## config.mk

```make
export PLATFORM = sky130hd
export DESIGN_NAME = temp_event_alert
export DESIGN_NICKNAME = d
export VERILOG_FILES = /design/src/rtl/tea_pkg.sv /design/src/rtl/tea_regs.sv /design/src/rtl/tea_cmp.sv /design/src/rtl/tea_evt.sv /design/src/rtl/temp_event_alert.sv
export SDC_FILE = /design/constraint.sdc
export NUM_CORES = 1
export LEC_CHECK = 0
export ABC_AREA = 1
export CAP_MARGIN = 20
export CORE_UTILIZATION = 62
export CTS_BUF_LIST = sky130_fd_sc_hd__clkbuf_8 sky130_fd_sc_hd__clkbuf_16
export DETAILED_ROUTE_END_ITERATION = 10
export GPL_ROUTABILITY_DRIVEN = 0
export GPL_TIMING_DRIVEN = 0
export PLACE_DENSITY = 0.94
export SLEW_MARGIN = 20
export SYNTH_ARGS = -nofsm -noshare
export SYNTH_HDL_FRONTEND = slang
export SYNTH_SLANG_ARGS = --single-unit
```

## constraint.sdc

```tcl
create_clock -name clk -period 6 [get_ports clk]
set_clock_uncertainty 0.05 [all_clocks]
set_input_delay 0.9 -clock clk [delete_from_list [all_inputs] [get_ports clk]]
set_output_delay 0.9 -clock clk [all_outputs]
set_load 0.005 [all_outputs]
```

## src/rtl/tea_pkg.sv

```systemverilog
package tea_pkg;

    typedef enum logic [1:0] {
        MODE_INTR = 2'd0,
        MODE_COMP = 2'd1,
        MODE_CRIT = 2'd2,
        MODE_ALT  = 2'd3
    } evt_mode_e;

    localparam int          ADDR_W  = 3;
    localparam logic [2:0]  A_UPPER = 3'd0;
    localparam logic [2:0]  A_LOWER = 3'd1;
    localparam logic [2:0]  A_CRIT  = 3'd2;
    localparam logic [2:0]  A_HYST  = 3'd3;
    localparam logic [2:0]  A_CTRL  = 3'd4;
    localparam logic [2:0]  A_CLEAR = 3'd5;
    localparam int          EN_BIT  = 2;
    localparam int          CLR_BIT = 0;

    typedef struct packed {
        evt_mode_e mode;
        logic      en;
    } ctrl_t;

    typedef struct packed {
        logic crit;
        logic below;
        logic above;
    } flags_t;

    function automatic logic win_counts(evt_mode_e m);
        return (m != MODE_CRIT);
    endfunction

endpackage

```

## src/rtl/tea_regs.sv

```systemverilog
module tea_regs
    import tea_pkg::*;
#(
    parameter int TW = 13
) (
    input  logic                 clk,
    input  logic                 rst,
    input  logic                 wr_en,
    input  logic [ADDR_W-1:0]    wr_addr,
    input  logic [TW-1:0]        wr_data,
    output logic [TW-1:0]        lim_upper,
    output logic [TW-1:0]        lim_lower,
    output logic [TW-1:0]        lim_crit,
    output logic [TW-2:0]        lim_hyst,
    output ctrl_t                ctrl,
    output logic                 ctrl_wr,
    output logic                 clr_pulse
);
    localparam logic [TW-1:0] T_MAX = {1'b0, {(TW-1){1'b1}}};
    localparam logic [TW-1:0] T_MIN = {1'b1, {(TW-1){1'b0}}};

    assign ctrl_wr   = wr_en && (wr_addr == A_CTRL);
    assign clr_pulse = wr_en && (wr_addr == A_CLEAR) && wr_data[CLR_BIT];

    always_ff @(posedge clk) begin
        if (rst) begin
            lim_upper <= T_MAX;
            lim_lower <= T_MIN;
            lim_crit  <= T_MAX;
            lim_hyst  <= '0;
            ctrl.mode <= MODE_COMP;
            ctrl.en   <= 1'b0;
        end else if (wr_en) begin
            case (wr_addr)
                A_UPPER: lim_upper <= wr_data;
                A_LOWER: lim_lower <= wr_data;
                A_CRIT:  lim_crit  <= wr_data;
                A_HYST:  lim_hyst  <= wr_data[TW-2:0];
                A_CTRL: begin
                    ctrl.mode <= evt_mode_e'(wr_data[1:0]);
                    ctrl.en   <= wr_data[EN_BIT];
                end
                default: ;
            endcase
        end
    end

endmodule

```

## src/rtl/tea_cmp.sv

```systemverilog
module tea_cmp
    import tea_pkg::*;
#(
    parameter int TW = 13
) (
    input  logic           clk,
    input  logic           rst,
    input  logic           samp_valid,
    input  logic [TW-1:0]  samp_temp,
    input  logic [TW-1:0]  lim_upper,
    input  logic [TW-1:0]  lim_lower,
    input  logic [TW-1:0]  lim_crit,
    input  logic [TW-2:0]  lim_hyst,
    output flags_t         flags,
    output logic           win_hit
);
    localparam int XW = TW + 1;

    logic signed [XW-1:0] t_x, up_x, lo_x, cr_x, rel_x;

    assign t_x   = $signed({samp_temp[TW-1], samp_temp});
    assign up_x  = $signed({lim_upper[TW-1], lim_upper});
    assign lo_x  = $signed({lim_lower[TW-1], lim_lower});
    assign cr_x  = $signed({lim_crit[TW-1],  lim_crit});
    assign rel_x = cr_x - $signed({2'b00, lim_hyst});

    assign win_hit = samp_valid && ((t_x > up_x) || (t_x < lo_x));

    always_ff @(posedge clk) begin
        if (rst) begin
            flags <= '0;
        end else if (samp_valid) begin
            flags.above <= (t_x > up_x);
            flags.below <= (t_x < lo_x);
            if (t_x > cr_x)
                flags.crit <= 1'b1;
            else if (t_x < rel_x)
                flags.crit <= 1'b0;
        end
    end

    p_flags_hold_r3: assert property (@(posedge clk) disable iff (rst)
        !samp_valid |=> $stable(flags));
    p_crit_set_r6: assert property (@(posedge clk) disable iff (rst)
        (samp_valid && (t_x > cr_x)) |=> flags.crit);
    p_crit_release_r8: assert property (@(posedge clk) disable iff (rst)
        (samp_valid && (t_x < rel_x)) |=> !flags.crit);

endmodule

```

## src/rtl/tea_evt.sv

```systemverilog
module tea_evt
    import tea_pkg::*;
(
    input  logic    clk,
    input  logic    rst,
    input  ctrl_t   ctrl,
    input  logic    ctrl_wr,
    input  logic    clr_pulse,
    input  logic    win_hit,
    input  flags_t  flags,
    output logic    pending,
    output logic    event_n
);
    logic latch_q;
    logic win_term;
    logic active;

    always_ff @(posedge clk) begin
        if (rst)
            latch_q <= 1'b0;
        else if (win_hit && ctrl.en && (ctrl.mode == MODE_INTR))
            latch_q <= 1'b1;
        else if (clr_pulse || ctrl_wr)
            latch_q <= 1'b0;
    end

    always_comb begin
        if (ctrl.mode == MODE_INTR)
            win_term = latch_q;
        else if (win_counts(ctrl.mode))
            win_term = flags.above | flags.below;
        else
            win_term = 1'b0;
        active  = win_term | flags.crit;
        pending = ctrl.en & active;
        event_n = ~pending;
    end

    p_latch_hold_r4: assert property (@(posedge clk) disable iff (rst)
        (latch_q && !clr_pulse && !ctrl_wr) |=> latch_q);
    p_clear_releases_r4: assert property (@(posedge clk) disable iff (rst)
        (clr_pulse && !win_hit) |=> !latch_q);
    p_ctrl_releases_r12: assert property (@(posedge clk) disable iff (rst)
        (ctrl_wr && !win_hit) |=> !latch_q);

endmodule

```

## src/rtl/temp_event_alert.sv

```systemverilog
module temp_event_alert
    import tea_pkg::*;
#(
    parameter int TW = 13
) (
    input  logic               clk,
    input  logic               rst,
    input  logic               samp_valid,
    input  logic [TW-1:0]      samp_temp,
    input  logic               wr_en,
    input  logic [ADDR_W-1:0]  wr_addr,
    input  logic [TW-1:0]      wr_data,
    output logic               event_n,
    output logic [3:0]         status
);
    logic [TW-1:0] lim_upper, lim_lower, lim_crit;
    logic [TW-2:0] lim_hyst;
    ctrl_t         ctrl;
    logic          ctrl_wr, clr_pulse, win_hit, pending;
    flags_t        flags;

    tea_regs #(.TW(TW)) u_regs (
        .clk(clk), .rst(rst), .wr_en(wr_en), .wr_addr(wr_addr), .wr_data(wr_data),
        .lim_upper(lim_upper), .lim_lower(lim_lower), .lim_crit(lim_crit),
        .lim_hyst(lim_hyst), .ctrl(ctrl), .ctrl_wr(ctrl_wr), .clr_pulse(clr_pulse)
    );

    tea_cmp #(.TW(TW)) u_cmp (
        .clk(clk), .rst(rst), .samp_valid(samp_valid), .samp_temp(samp_temp),
        .lim_upper(lim_upper), .lim_lower(lim_lower), .lim_crit(lim_crit),
        .lim_hyst(lim_hyst), .flags(flags), .win_hit(win_hit)
    );

    tea_evt u_evt (
        .clk(clk), .rst(rst), .ctrl(ctrl), .ctrl_wr(ctrl_wr), .clr_pulse(clr_pulse),
        .win_hit(win_hit), .flags(flags), .pending(pending), .event_n(event_n)
    );

    assign status = {flags.crit, flags.below, flags.above, pending};

    p_clear_zero_r9: assert property (@(posedge clk) disable iff (rst)
        (wr_en && (wr_addr == A_CLEAR) && !wr_data[CLR_BIT] && !samp_valid)
            |=> ($stable(event_n) && $stable(status)));
    p_disabled_quiet_r11: assert property (@(posedge clk) disable iff (rst)
        (!wr_en && !ctrl.en) |=> event_n);

endmodule

```

Word-level counts from Yosys, hierarchy flattened
Cells that the tools add are included.

cells by class
  reduce and logical (&&, ||, !) cells = 18
  eq/ne operators = 6
  bitwise logic cells = 4
  magnitude comparators = 4
  mux-type cells = 6
  add/sub/neg operators = 1

operators with widths
  operator              count
  $gt A13 B13 Y1        2
  $lt A13 B14 Y1        1
  $sub A13 B13 Y14      1
  $lt A13 B13 Y1        1
  $reduce_and A2 Y1     6
  $eq A3 B2 Y1 const B  2
  $eq A3 B3 Y1 const B  2
  $logic_and A1 B1 Y1   6
  $mux W1               6
  $reduce_bool A2 Y1    2
  $eq A3 B1 Y1 const B  1
  $logic_not A3 Y1      1
  $logic_not A2 Y1      1
  $logic_or A1 B1 Y1    2
  $ne A2 B2 Y1 const B  1
  $or A1 B1 Y1          2
  $and A1 B1 Y1         1
  $not A1 Y1            1

word-level totals
  word-level logic and storage cells = 49
  output and inout port bits = 5
  register bits after elaboration = 58

Depth between registers and ports, before layout
Gate-level depths: netlist (run 1).

  depth in word-level cells = 6
  mapped depth = 18
  mapped depth without buffers = 18

Hierarchy
From an unflattened synthesis (run 1), not the netlist that was laid out.

unflattened totals
  cells, all modules = 649
  area, all modules = 4,267.8 µm²

modules (own cells, without submodules)
  module            times used  sequential area each (µm²)  cells an instance  area an instance (µm²)
  tea_cmp           1           60.1                        340                2,105.8
  tea_regs          1           1,081.0                     296                2,074.5
  tea_evt           1           20.0                        12                 80.1
  temp_event_alert  1           0.0                         1                  7.5

Worst setup path after synthesis (run 1)
OpenSTA, ideal clock, no wires.

  path kind = reg-to-reg
  start point = reg u_regs.lim_crit[0]
  end point = reg u_cmp.flags[2] (netlist name)
  data arrival time = 2,489 ps
  stages on the path, launching flop included = 18
  path slack = 3,345 ps
  data required time = 5,834 ps
  setup time = 116 ps
  buffers on the path = 0
  cells stage by stage = dfxtp_1 > inv_1 > ha_1 > fa_1 > o21ai_2 > a21oi_2 > o21ai_1 > a21oi_1 > xor2_1 > ha_1 > nand2_1 > nor2_1 > a21oi_1 > nand2_1 > nand2_1 > nand3_1 > nand2_1 > a21oi_1

on the way
  word-level cells in the longest chain between the ends = 4
  elaborated cells between the ends (all ways) = 6
  classes of those cells = add/sub (1); order compare (2); mux (1); reduce/logical (2)

RTL lines
  item                                 RTL line        source
  start: declaration                   tea_regs.sv:13  output logic [TW-1:0] lim_crit,
  start signal: assignment             tea_regs.sv:37  A_CRIT: lim_crit <= wr_data;
  $sub A13 B13 Y14                     tea_cmp.sv:25   assign rel_x = cr_x - $signed({2'b00, lim_hyst});
  $lt A13 B14 Y1                       tea_cmp.sv:37   else if (t_x < rel_x)
  $reduce_bool A2 Y1 (no source line)  --
  $reduce_and A2 Y1 (no source line)   --

Parallel ways exist; a longest one is shown, timed or not.
A chain may end at the register's enable or synchronous reset.

Final worst setup path (run 1)
  start point = reg u_regs.lim_crit[0]
  end point = reg u_cmp.flags[2] (netlist name)

on the way
  word-level cells in the longest chain between the ends = 4
  elaborated cells between the ends (all ways) = 6
  classes of those cells = add/sub (1); order compare (2); mux (1); reduce/logical (2)

RTL lines
  item                                 RTL line
  $sub A13 B13 Y14                     tea_cmp.sv:25
  $lt A13 B14 Y1                       tea_cmp.sv:37
  $reduce_bool A2 Y1 (no source line)  --
  $reduce_and A2 Y1 (no source line)   --

Parallel ways exist; a longest one is shown, timed or not.

==> results of run 1 <==
## worst reg2reg max path, stage by stage, from the launching register on
cell and delay (ns):
dfxtp_1 0.36, inv_1 0.09, ha_1 0.25, fa_1 0.44, o21ai_2 0.27, a21oi_2 0.10
o21ai_1 0.24, a21oi_1 0.14, xor2_1 0.16, ha_1 0.28, nand2_1 0.07, nor3_1 0.18
nand2_1 0.09, nand2_1 0.06, nand2_1 0.04, nand3_1 0.09, nand2_1 0.06, a21oi_1 0.12
## sequential cells by signal (all words and copies together) (netlist names)
name and flops:
u_regs.lim_lower 13, u_regs.lim_upper 13, u_cmp.flags 3, u_regs.lim_hyst 12
u_evt.latch_q 1, u_regs.ctrl 3, u_regs.lim_crit 13
## stage by stage
stage,instance area [µm²],cells,utilization,setup WS [ns]
after floorplan,3971,538,-,3.345
after global placement,4436,650,0.7318,3.040
after detailed placement,4436,650,0.7318,2.975
after CTS,4684,666,0.7729,2.927
after global routing,4684,666,0.7729,2.634
final,4684,666,0.7729,2.841
## cell families (layout without fill, tap and decap cells)
| family | count (synthesis) | in the layout |
|---|---|---|
| AOI/OAI and AO/OA | 132 | 132 |
| xor gates and xnor gates | 11 | 11 |
| adders and majority gates | 64 | 64 |
| buffers and inverters | 105 | 158 |
| and+or+nand+nor | 168 | 168 |
| DFF | 58 | 58 |
## final cells by class
cell class | instances | area, µm² | area share
multi-input cells | 375 | 2406 | 0.5136
flip-flops and latches | 58 | 1161 | 0.2479
repair buffers | 37 | 370.4 | 0.07906
inverters | 91 | 341.6 | 0.07292
clock inverters | 7 | 125.1 | 0.02671
clock buffers | 9 | 123.9 | 0.02644
well taps | 75 | 93.84 | 0.02003
plain buffers | 14 | 62.56 | 0.01335
## synth_stat cells
library cell	instances	area share
nor3_4	1	0.0041
xnor2_1	5	0.011
fa_1	1	0.0050
o21ai_1	17	0.021
nand3_1	17	0.021
a21boi_2	1	0.0028
o21ai_0	20	0.025
buf_4	1	0.0019
clkbuf_1	8	0.0076
nor2_1	15	0.014
ha_1	63	0.20
o21a_1	2	0.0038
a21oi_1	59	0.074
o211ai_1	24	0.045
nand2_1	116	0.11
buf_2	5	0.0063
nor2_2	3	0.0047
clkinv_1	2	0.0019
a221oi_1	1	0.0022
nand3_4	2	0.0088
nand3b_1	1	0.0019
nand3_2	1	0.0025
nand2_2	2	0.0032
inv_1	81	0.077
nor2_4	1	0.0028
o21bai_1	1	0.0019
nand4_1	5	0.0079
a31oi_1	1	0.0016
a21oi_2	2	0.0044
nor3b_1	1	0.0019
inv_2	8	0.0076
o21ai_2	2	0.0044
xor2_1	6	0.013
nor3_1	3	0.0038
a21o_1	2	0.0038
dfxtp_1	58	0.29
## power by group
part           switching (mW)  internal, mW
registers             0.00752         0.399
clock network           0.180         0.280
logic                   0.123        0.0854
## worst min-delay path by stage
stage / startpoint / end / slack, ns / cells past startpoint
final: u_regs.lim_upper[12] / u_regs.lim_upper[12] / 0.41 / 2
after global routing: u_regs.lim_lower[2] / u_regs.lim_lower[2] / 0.43 / 2
after floorplan: u_regs.lim_hyst[0] / u_regs.lim_hyst[0] / 0.38 / 2
after CTS: u_regs.lim_upper[12] / u_regs.lim_upper[12] / 0.41 / 2
after detailed placement: u_regs.lim_upper[12] / u_regs.lim_upper[12] / 0.40 / 2
after global placement: u_regs.lim_lower[10] / u_regs.lim_lower[10] / 0.39 / 2
## per-layer routing
metal	track usage	up-vias	routed length, µm
li1	-	1884	-
met1	0.4254	1856	4488
met2	0.6256	211	5658
met3	0.09444	40	969
met4	0.1807	0	306
met5	0	-	0
==> results.sh, run 1 <==
export IMPL_rows=28
export IMPL_powerDensity_nw_per_um2=229.6
export IMPL_coreArea_um2=6061
export IMPL_grt_overflow_total=0
export IMPL_drt_wl_total_mm=11.42
export IMPL_die_w_um=82.04
export IMPL_syn_area_per_cell_um2=7.382
export IMPL_cp_num_buf_inv=1
export IMPL_rsz0062_at_grt="no"
export IMPL_fmax_mhz=316.5
export IMPL_period_needed_ns=3.159
export IMPL_cts_buffer_depth=2
export IMPL_boundaryPins=38
export IMPL_clk_pin_slew_ns=0.08
export IMPL_final_common_cell="nand2_1"
export IMPL_cts_sinks=58
export IMPL_arrival_ns=3.40
export IMPL_end_kind="register"
export IMPL_grt_first_pass_wirelength_mm=18.17
export IMPL_cp_start_kind="register"
export IMPL_groute_usage_overall=0.3677
export IMPL_synthAdderAreaFrac=0.2035
export IMPL_ff2ff_path_depth=17
export IMPL_critPathMaxStageDelay_ns=0.44
export IMPL_slew_violations=0
export IMPL_crit_family="adder cells"
export IMPL_clock_latency_ns=0.36
export IMPL_start_util=0.6552
export IMPL_drc=0
export IMPL_ys_ff_latch=58
export IMPL_grt_max_degree=13
export IMPL_crit_chain="inv_1, ha_1, fa_1, o21ai_2, a21oi_2, o21ai_1, a21oi_1, xor2_1, ha_1, nand2_1, nor3_1, nand2_1, nand2_1, nand2_1, nand3_1, nand2_1, a21oi_1"
export IMPL_nets=683
export IMPL_tns_ns=0
export IMPL_cts_htree_levels=3
export IMPL_min_path_type="reg2reg"
export IMPL_r2r_start="u_regs.lim_crit[0]"
export IMPL_rrSetupSlack_ns=2.84
export IMPL_tritoncts="built"
export IMPL_antenna_left=0
export IMPL_worst_slew_pin_slew_ns=0.6095
export IMPL_drtPass1Iterations=5
export IMPL_yosys_area_share_xor_xnor=0.02426
export IMPL_hold_slack_ns=0.4097
export IMPL_viasPerCell=5.992
export IMPL_cp_slowest_cell="fa_1"
export IMPL_synth_simple_area_share=0.1868
export IMPL_synth_compound_area_frac=0.1912
export IMPL_most_common_layout_cells="116 x nand2_1, 81 x inv_1, 63 x ha_1, 59 x a21oi_1, 58 x dfxtp_1"
export IMPL_status="completed"
export IMPL_die_h_um=82.04
export IMPL_max_vdd_ir_drop_mv=0.1669
export IMPL_ctsHoldBuffers=0
export IMPL_drt_initial_drc_count=518
export IMPL_p_leak_nw=2.300
export IMPL_synth_cell_area_um2=3971
export IMPL_diodes=0
export IMPL_synth_top_family_by_area="adder cells"
export IMPL_critPathKind="reg2reg"
export IMPL_critPathMaxFanout=3
export IMPL_drv_cap=0
export IMPL_dieArea_um2=6730
export IMPL_synth_seq_area_share=0.2924
export IMPL_relSlewSlack=0.5937
export IMPL_grt_antenna_before_repair=0
export IMPL_n_fill_cell=391
export IMPL_power_mw=1.076
export IMPL_wl_per_cell_um=17.15
export IMPL_endpoint="u_cmp.flags[2]"
export IMPL_post_cts_resized=0
export IMPL_root_buffer="clkbuf_8"
export IMPL_ys_types=36
export IMPL_final_hold_violation_count=0
export IMPL_syn_nets=635
export IMPL_cpMostUsedCell="nand2_1"
export IMPL_port_buffers=37
export IMPL_cts_setup_buffers=0
export IMPL_synthMuxAreaShare=0
export IMPL_synth_cells=538
export IMPL_area_growth_pct=17.96
export IMPL_cts_buffers=9
export IMPL_layout_drive_gt1_share=0.07614
export IMPL_dp_hpwl_mm=8.326
export IMPL_worst_ep_required_time_ns=6.24
export IMPL_worstSetupStartpoint="u_regs.lim_crit[0]"
export IMPL_num_vias=3991
export IMPL_rr_endpoint="u_cmp.flags[2]"
export IMPL_yosysWarnings=0
export IMPL_grt_pass1_vias=4031
export IMPL_cp_num_cells=17
export IMPL_setup_violations=0
export IMPL_fin_crit_sh=0.5266
Power figures use the tool's default switching activity.
==> run 2, diff against run 1 <==
- CORE_UTILIZATION: 62 -> 58
- PLACE_DENSITY: 0.94 -> 0.9
- clock period: 6 -> 3.2 ns (I/O delays scaled with it)
==> run 2 against run 1 <==
Effect of this change:
- sequential cell count is the same
- register-to-register slack lost 2.6 ns
- clock-buffer cell count grew 2
- worst setup slack lost 2.6 ns
- design area shrank 0.85%
- largest power group is now sequential cells
- sequential share of layout area grew 0.21 points
- cell count grew 0.15%
- clock power grew 46%
- die area grew 6.7%
- critical path type unchanged
==> results.sh, run 2 (synthesized netlist as in run 1, its figures left out) <==
export IMPL_drtPass1Iterations=5
export IMPL_ff2ff_path_depth=17
export IMPL_arrival_ns=3.18
export IMPL_p_sw_mw=0.5185
export IMPL_cp_num_cells=17
export IMPL_whs_path_depth=2
export IMPL_place_area_um2=4438
export IMPL_worst_slew_pin_slew_ns=0.5741
export IMPL_dp_hpwl_mm=8.052
export IMPL_fmax_mhz=332.7
export IMPL_die_h_um=84.75
export IMPL_comb_power_share=0.211
export IMPL_p_int_mw=1.301
export IMPL_wl_met1_mm=4.252
export IMPL_cts_htree_levels=3
export IMPL_final_hold_violation_count=0
export IMPL_antenna_left=0
export IMPL_p_sw_frac=0.2850
export IMPL_cp_num_buf_inv=1
export IMPL_drv_cap=0
export IMPL_grt_antenna_before_repair=0
export IMPL_instances_no_fill=667
export IMPL_clock_latency_ns=0.35
export IMPL_r2r_start="u_regs.lim_crit[0]"
export IMPL_viasPerCell=5.814
export IMPL_die_w_um=84.75
export IMPL_cts_buffer_depth=2
export IMPL_crit_family="compound AO/OA/AOI/OAI gates"
export IMPL_nets=684
export IMPL_area_growth_pct=16.95
export IMPL_end_kind="register"
export IMPL_cp_slowest_cell="fa_1"
export IMPL_rr_endpoint="u_cmp.flags[2]"
export IMPL_critPathMaxFanout=3
export IMPL_critPathMaxStageDelay_ns=0.42
export IMPL_grt_overflow_total=0
export IMPL_drt_wl_total_mm=10.38
export IMPL_dp_cells=652
export IMPL_p_leak_nw=2.282
export IMPL_critPathKind="reg2reg"
export IMPL_cpMostUsedCell="a21oi_1"
export IMPL_rrSetupSlack_ns=0.19
export IMPL_worst_ep_required_time_ns=3.37
export IMPL_clk_pin_slew_ns=0.06
export IMPL_most_common_layout_cells="116 x nand2_1, 81 x inv_1, 63 x ha_1, 59 x a21oi_1, 58 x dfxtp_1"
export IMPL_powerDensity_nw_per_um2=391.7
export IMPL_cts_sinks=58
export IMPL_status="completed"
export IMPL_relSlewSlack=0.6173
export IMPL_coreArea_um2=6495
export IMPL_fin_crit_sh=0.9394
export IMPL_seq_power_share=0.419
export IMPL_top_layer="met4"
export IMPL_drt_initial_drc_count=308
export IMPL_grt_pass1_vias=3881
export IMPL_worst_hold_startpoint="u_regs.lim_lower[1]"
export IMPL_dieArea_um2=7182
export IMPL_rows=29
export IMPL_min_path_type="reg2reg"
export IMPL_dr_wl_met2_mm=5.125
export IMPL_cts_buffers=9
export IMPL_boundaryPins=38
export IMPL_cp_start_kind="register"
export IMPL_tritoncts="built"
export IMPL_port_buffers=37
export IMPL_num_vias=3878
export IMPL_start_util=0.6114
export IMPL_tns_ns=0
export IMPL_wl_per_cell_um=15.56
export IMPL_diodes=0
export IMPL_period_needed_ns=3.006
export IMPL_worst_slack_ns=0.1939
export IMPL_root_buffer="clkbuf_8"
export IMPL_max_vdd_ir_drop_mv=0.3617
export IMPL_grt_max_degree=11
export IMPL_slew_violations=0
export IMPL_setup_violations=0
export IMPL_final_area_um2=4644
export IMPL_hold_slack_ns=0.4076
export IMPL_grt_first_pass_wirelength_mm=17.02
export IMPL_final_common_cell="nand2_1"
export IMPL_layout_drive_gt1_share=0.07797
export IMPL_post_place_ws_ns=0.1672
export IMPL_wl_met3_um=724
export IMPL_groute_usage_overall=0.3019
export IMPL_reg_top3="u_regs.lim_crit (13), u_regs.lim_lower (13), u_regs.lim_upper (13)"
export IMPL_drc=0
export IMPL_clkPwrFrac=0.370
export IMPL_power_mw=1.819
export IMPL_min_to="u_regs.lim_lower[1]"
export IMPL_n_fill_cell=496
export IMPL_final_util=0.7151
export IMPL_crit_chain="inv_1, ha_1, fa_1, o21ai_2, a21oi_2, o21ai_2, a21oi_1, xor2_1, ha_1, a21oi_1, o21bai_1, a21oi_1, nand2_1, nand2_1, nand3_1, nand2_1, a21oi_1"
[run 2: area by class of cell]
type | instances | area (µm²) | area share
multi-input combinational | 375 | 2414 | 0.5197
sequential | 58 | 1161 | 0.2500
tap | 77 | 96.34 | 0.02074
clock inverter | 3 | 40.04 | 0.008621
clock buffer | 11 | 151.4 | 0.03260
buffer | 14 | 62.56 | 0.01347
timing repair buffer | 38 | 377.9 | 0.08136
inverter | 91 | 341.6 | 0.07355
[run 2: tightest hold or removal path: stages, from the launching register on]
cell	delay, ns
dfxtp_1	0.30
inv_1	0.06
a21oi_1	0.05
[run 2: routing by layer]
layer | track usage | vias to the layer above
li1 | - | 1885
met1 | 0.3584 | 1803
met2 | 0.5462 | 160
met3 | 0.03835 | 30
met4 | 0.1294 | 0
met5 | 0 | -
[run 2: power by group through the flow]
stage,clock network (mW),registers (mW),logic [mW]
after floorplan,0,0.774,0.236
final,0.673,0.762,0.383
after detailed placement,0,0.777,0.373
after global placement,0,0.776,0.355
after CTS,0.672,0.762,0.376
after global routing,0.706,0.764,0.429
[run 2: what timing repair did]
| action | CTS | global route |
|---|---|---|
| endpoints found under the hold margin | 0 | 0 |
| setup buffers | 0 | 1 |
| endpoints found under the setup margin | 0 | 1 |
| gates resized for setup | 0 | 2 |
| hold buffers | 0 | 0 |
[run 2: how the worst max path moves through the flow]
stage,startpoint,end
2_1_floorplan,u_regs.lim_crit[0],u_cmp.flags[2]
6_report,u_regs.lim_crit[0],u_cmp.flags[2]
3_3_place_gp,u_regs.lim_crit[0],u_cmp.flags[2]
4_1_cts,u_regs.lim_crit[0],u_cmp.flags[2]
3_5_place_dp,u_regs.lim_crit[0],u_cmp.flags[2]
5_1_grt,u_regs.lim_hyst[4],u_cmp.flags[2]
==> run 3, diff against run 2 <==
- PLACE_DENSITY: 0.9 -> 0.82
==> run 3 against run 2 <==
Effect of this change:
- via count fell by 3.0%
- cell count rose by 0.30%
- sequential share of layout area fell by 0.24 points
- critical endpoint unchanged
==> results.sh, run 3 (synthesized netlist as in run 1, its figures left out) <==
export IMPL_num_vias=3760
export IMPL_seq_area_um2=1161
export IMPL_rr_endpoint="u_cmp.flags[2]"
export IMPL_final_area_um2=4690
export IMPL_slew_violations=0
export IMPL_grt_max_degree=11
export IMPL_final_util=0.7220
export IMPL_multi_input_area_um2=2417
export IMPL_grt_first_pass_wirelength_mm=16.70
export IMPL_worst_slack_ns=0.2614
export IMPL_cts_buffers=9
export IMPL_fin_crit_sh=0.9183
export IMPL_most_common_layout_cells="116 x nand2_1, 82 x inv_1, 63 x ha_1, 59 x a21oi_1, 58 x dfxtp_1"
export IMPL_coreArea_um2=6495
export IMPL_drc=0
export IMPL_layout_drive_gt1_share=0.08108
export IMPL_tritoncts="built"
export IMPL_drt_wl_total_mm=10.33
export IMPL_ff2ff_path_depth=17
export IMPL_die_w_um=84.75
export IMPL_fmax_mhz=340.3
export IMPL_final_common_cell="nand2_1"
export IMPL_root_buffer="clkbuf_8"
export IMPL_p_leak_nw=2.303
export IMPL_rrSetupSlack_ns=0.26
export IMPL_drtPass1Iterations=7
export IMPL_cts_sinks=58
export IMPL_dp_hpwl_mm=7.965
export IMPL_start_util=0.6114
export IMPL_worst_hold_startpoint="u_regs.lim_upper[12]"
export IMPL_viasPerCell=5.620
export IMPL_arrival_ns=3.11
export IMPL_drt_initial_drc_count=269
export IMPL_r2r_start="u_regs.lim_hyst[1]"
export IMPL_max_vdd_ir_drop_mv=0.4917
export IMPL_worst_ep_required_time_ns=3.37
export IMPL_rsz0062_at_grt="no"
export IMPL_nets=684
export IMPL_ctsHoldBuffers=0
export IMPL_post_place_ws_ns=0.1529
export IMPL_diodes=0
export IMPL_grt_pass1_vias=3706
export IMPL_final_hold_violation_count=0
export IMPL_instances_no_fill=669
export IMPL_cp_start_kind="register"
export IMPL_relSlewSlack=0.6084
export IMPL_rows=29
export IMPL_setup_violations=0
export IMPL_clk_pin_slew_ns=0.07
export IMPL_end_kind="register"
export IMPL_period_needed_ns=2.939
export IMPL_critPathMaxFanout=3
export IMPL_worst_slew_pin_slew_ns=0.5874
export IMPL_port_buffers=37
export IMPL_cts_htree_levels=3
export IMPL_die_h_um=84.75
export IMPL_min_to="u_regs.lim_upper[12]"
export IMPL_cts_buffer_depth=2
export IMPL_drv_cap=0
export IMPL_antenna_left=0
export IMPL_place_area_um2=4438
export IMPL_grt_overflow_total=0
export IMPL_wl_per_cell_um=15.43
export IMPL_clock_latency_ns=0.35
export IMPL_reg_top3="u_regs.lim_crit (13), u_regs.lim_lower (13), u_regs.lim_upper (13)"
export IMPL_groute_usage_overall=0.3024
export IMPL_power_mw=1.955
export IMPL_critPathKind="reg2reg"
export IMPL_dp_cells=652
export IMPL_powerDensity_nw_per_um2=417.0
export IMPL_whs_path_depth=2
export IMPL_tns_ns=0
export IMPL_dieArea_um2=7182
export IMPL_hold_slack_ns=0.4086
export IMPL_status="completed"
export IMPL_n_fill_cell=527
export IMPL_area_growth_pct=18.08
export IMPL_min_path_type="reg2reg"
export IMPL_grt_antenna_before_repair=0
export IMPL_boundaryPins=38
-- run 3: changes by cell type in the layout (fill, tap and decap cells not counted), sizes merged --
cell,previous run,this run
bufinv,1,3
clkbuf,19,17
clkinv,4,5
inv,89,90
-- run 3: repair_timing --
item | in CTS | in global routing
buffers inserted | 0 | 1
gates resized for setup | 0 | 3
setup endpoints to repair | 0 | 1
-- run 3: worst max-delay path by stage --
stage                             startpoint        endpoint  cells past startpoint  slack [ns]
after global routing      u_regs.lim_hyst[2]  u_cmp.flags[2]                     16        0.01
final                     u_regs.lim_hyst[1]  u_cmp.flags[2]                     17        0.26
after CTS                 u_regs.lim_crit[0]  u_cmp.flags[2]                     17        0.12
after detailed placement  u_regs.lim_crit[0]  u_cmp.flags[2]                     17        0.15
after floorplan           u_regs.lim_crit[0]  u_cmp.flags[2]                     17        0.54
after global placement    u_regs.lim_crit[0]  u_cmp.flags[2]                     17        0.18
-- run 3: where the power goes --
group	switching, mW	internal [mW]
combinational	0.221	0.161
clock	0.302	0.510
sequential	0.0132	0.749
total	0.535	1.42
-- run 3: metal layers --
layer  up-vias  global-route usage  part of all wire  routed length (µm)
li1       1888                   -                 -                   -
met3        26             0.05801             0.058                 601
met2       128              0.5358              0.49                5027
met5         -                   0                 0                   0
met1      1718              0.3561              0.43                4444
met4         0              0.1294             0.024                 252
-- run 3: area by class of cell --
class | instances | area share
Buffer | 14 | 0.01334
Clock buffer | 9 | 0.02641
Clock inverter | 7 | 0.02321
Inverter | 91 | 0.07284
Multi-Input combinational cell | 375 | 0.5155
Sequential cell | 58 | 0.2476
Tap cell | 77 | 0.02054
Timing Repair Buffer | 38 | 0.08058
-- run 3: worst max-delay path: stages, from the launching register on --
cell	delay, ns
dfxtp_1	0.37
inv_1	0.09
ha_1	0.29
nand2_1	0.06
o21ai_2	0.23
a21boi_2	0.10
o21ai_1	0.24
a21oi_1	0.11
xor2_1	0.15
ha_1	0.32
a21oi_1	0.16
o21ai_0	0.11
a21oi_1	0.17
nand2_1	0.07
nand2_1	0.06
nand3_1	0.10
nand2_1	0.09
a21oi_1	0.05
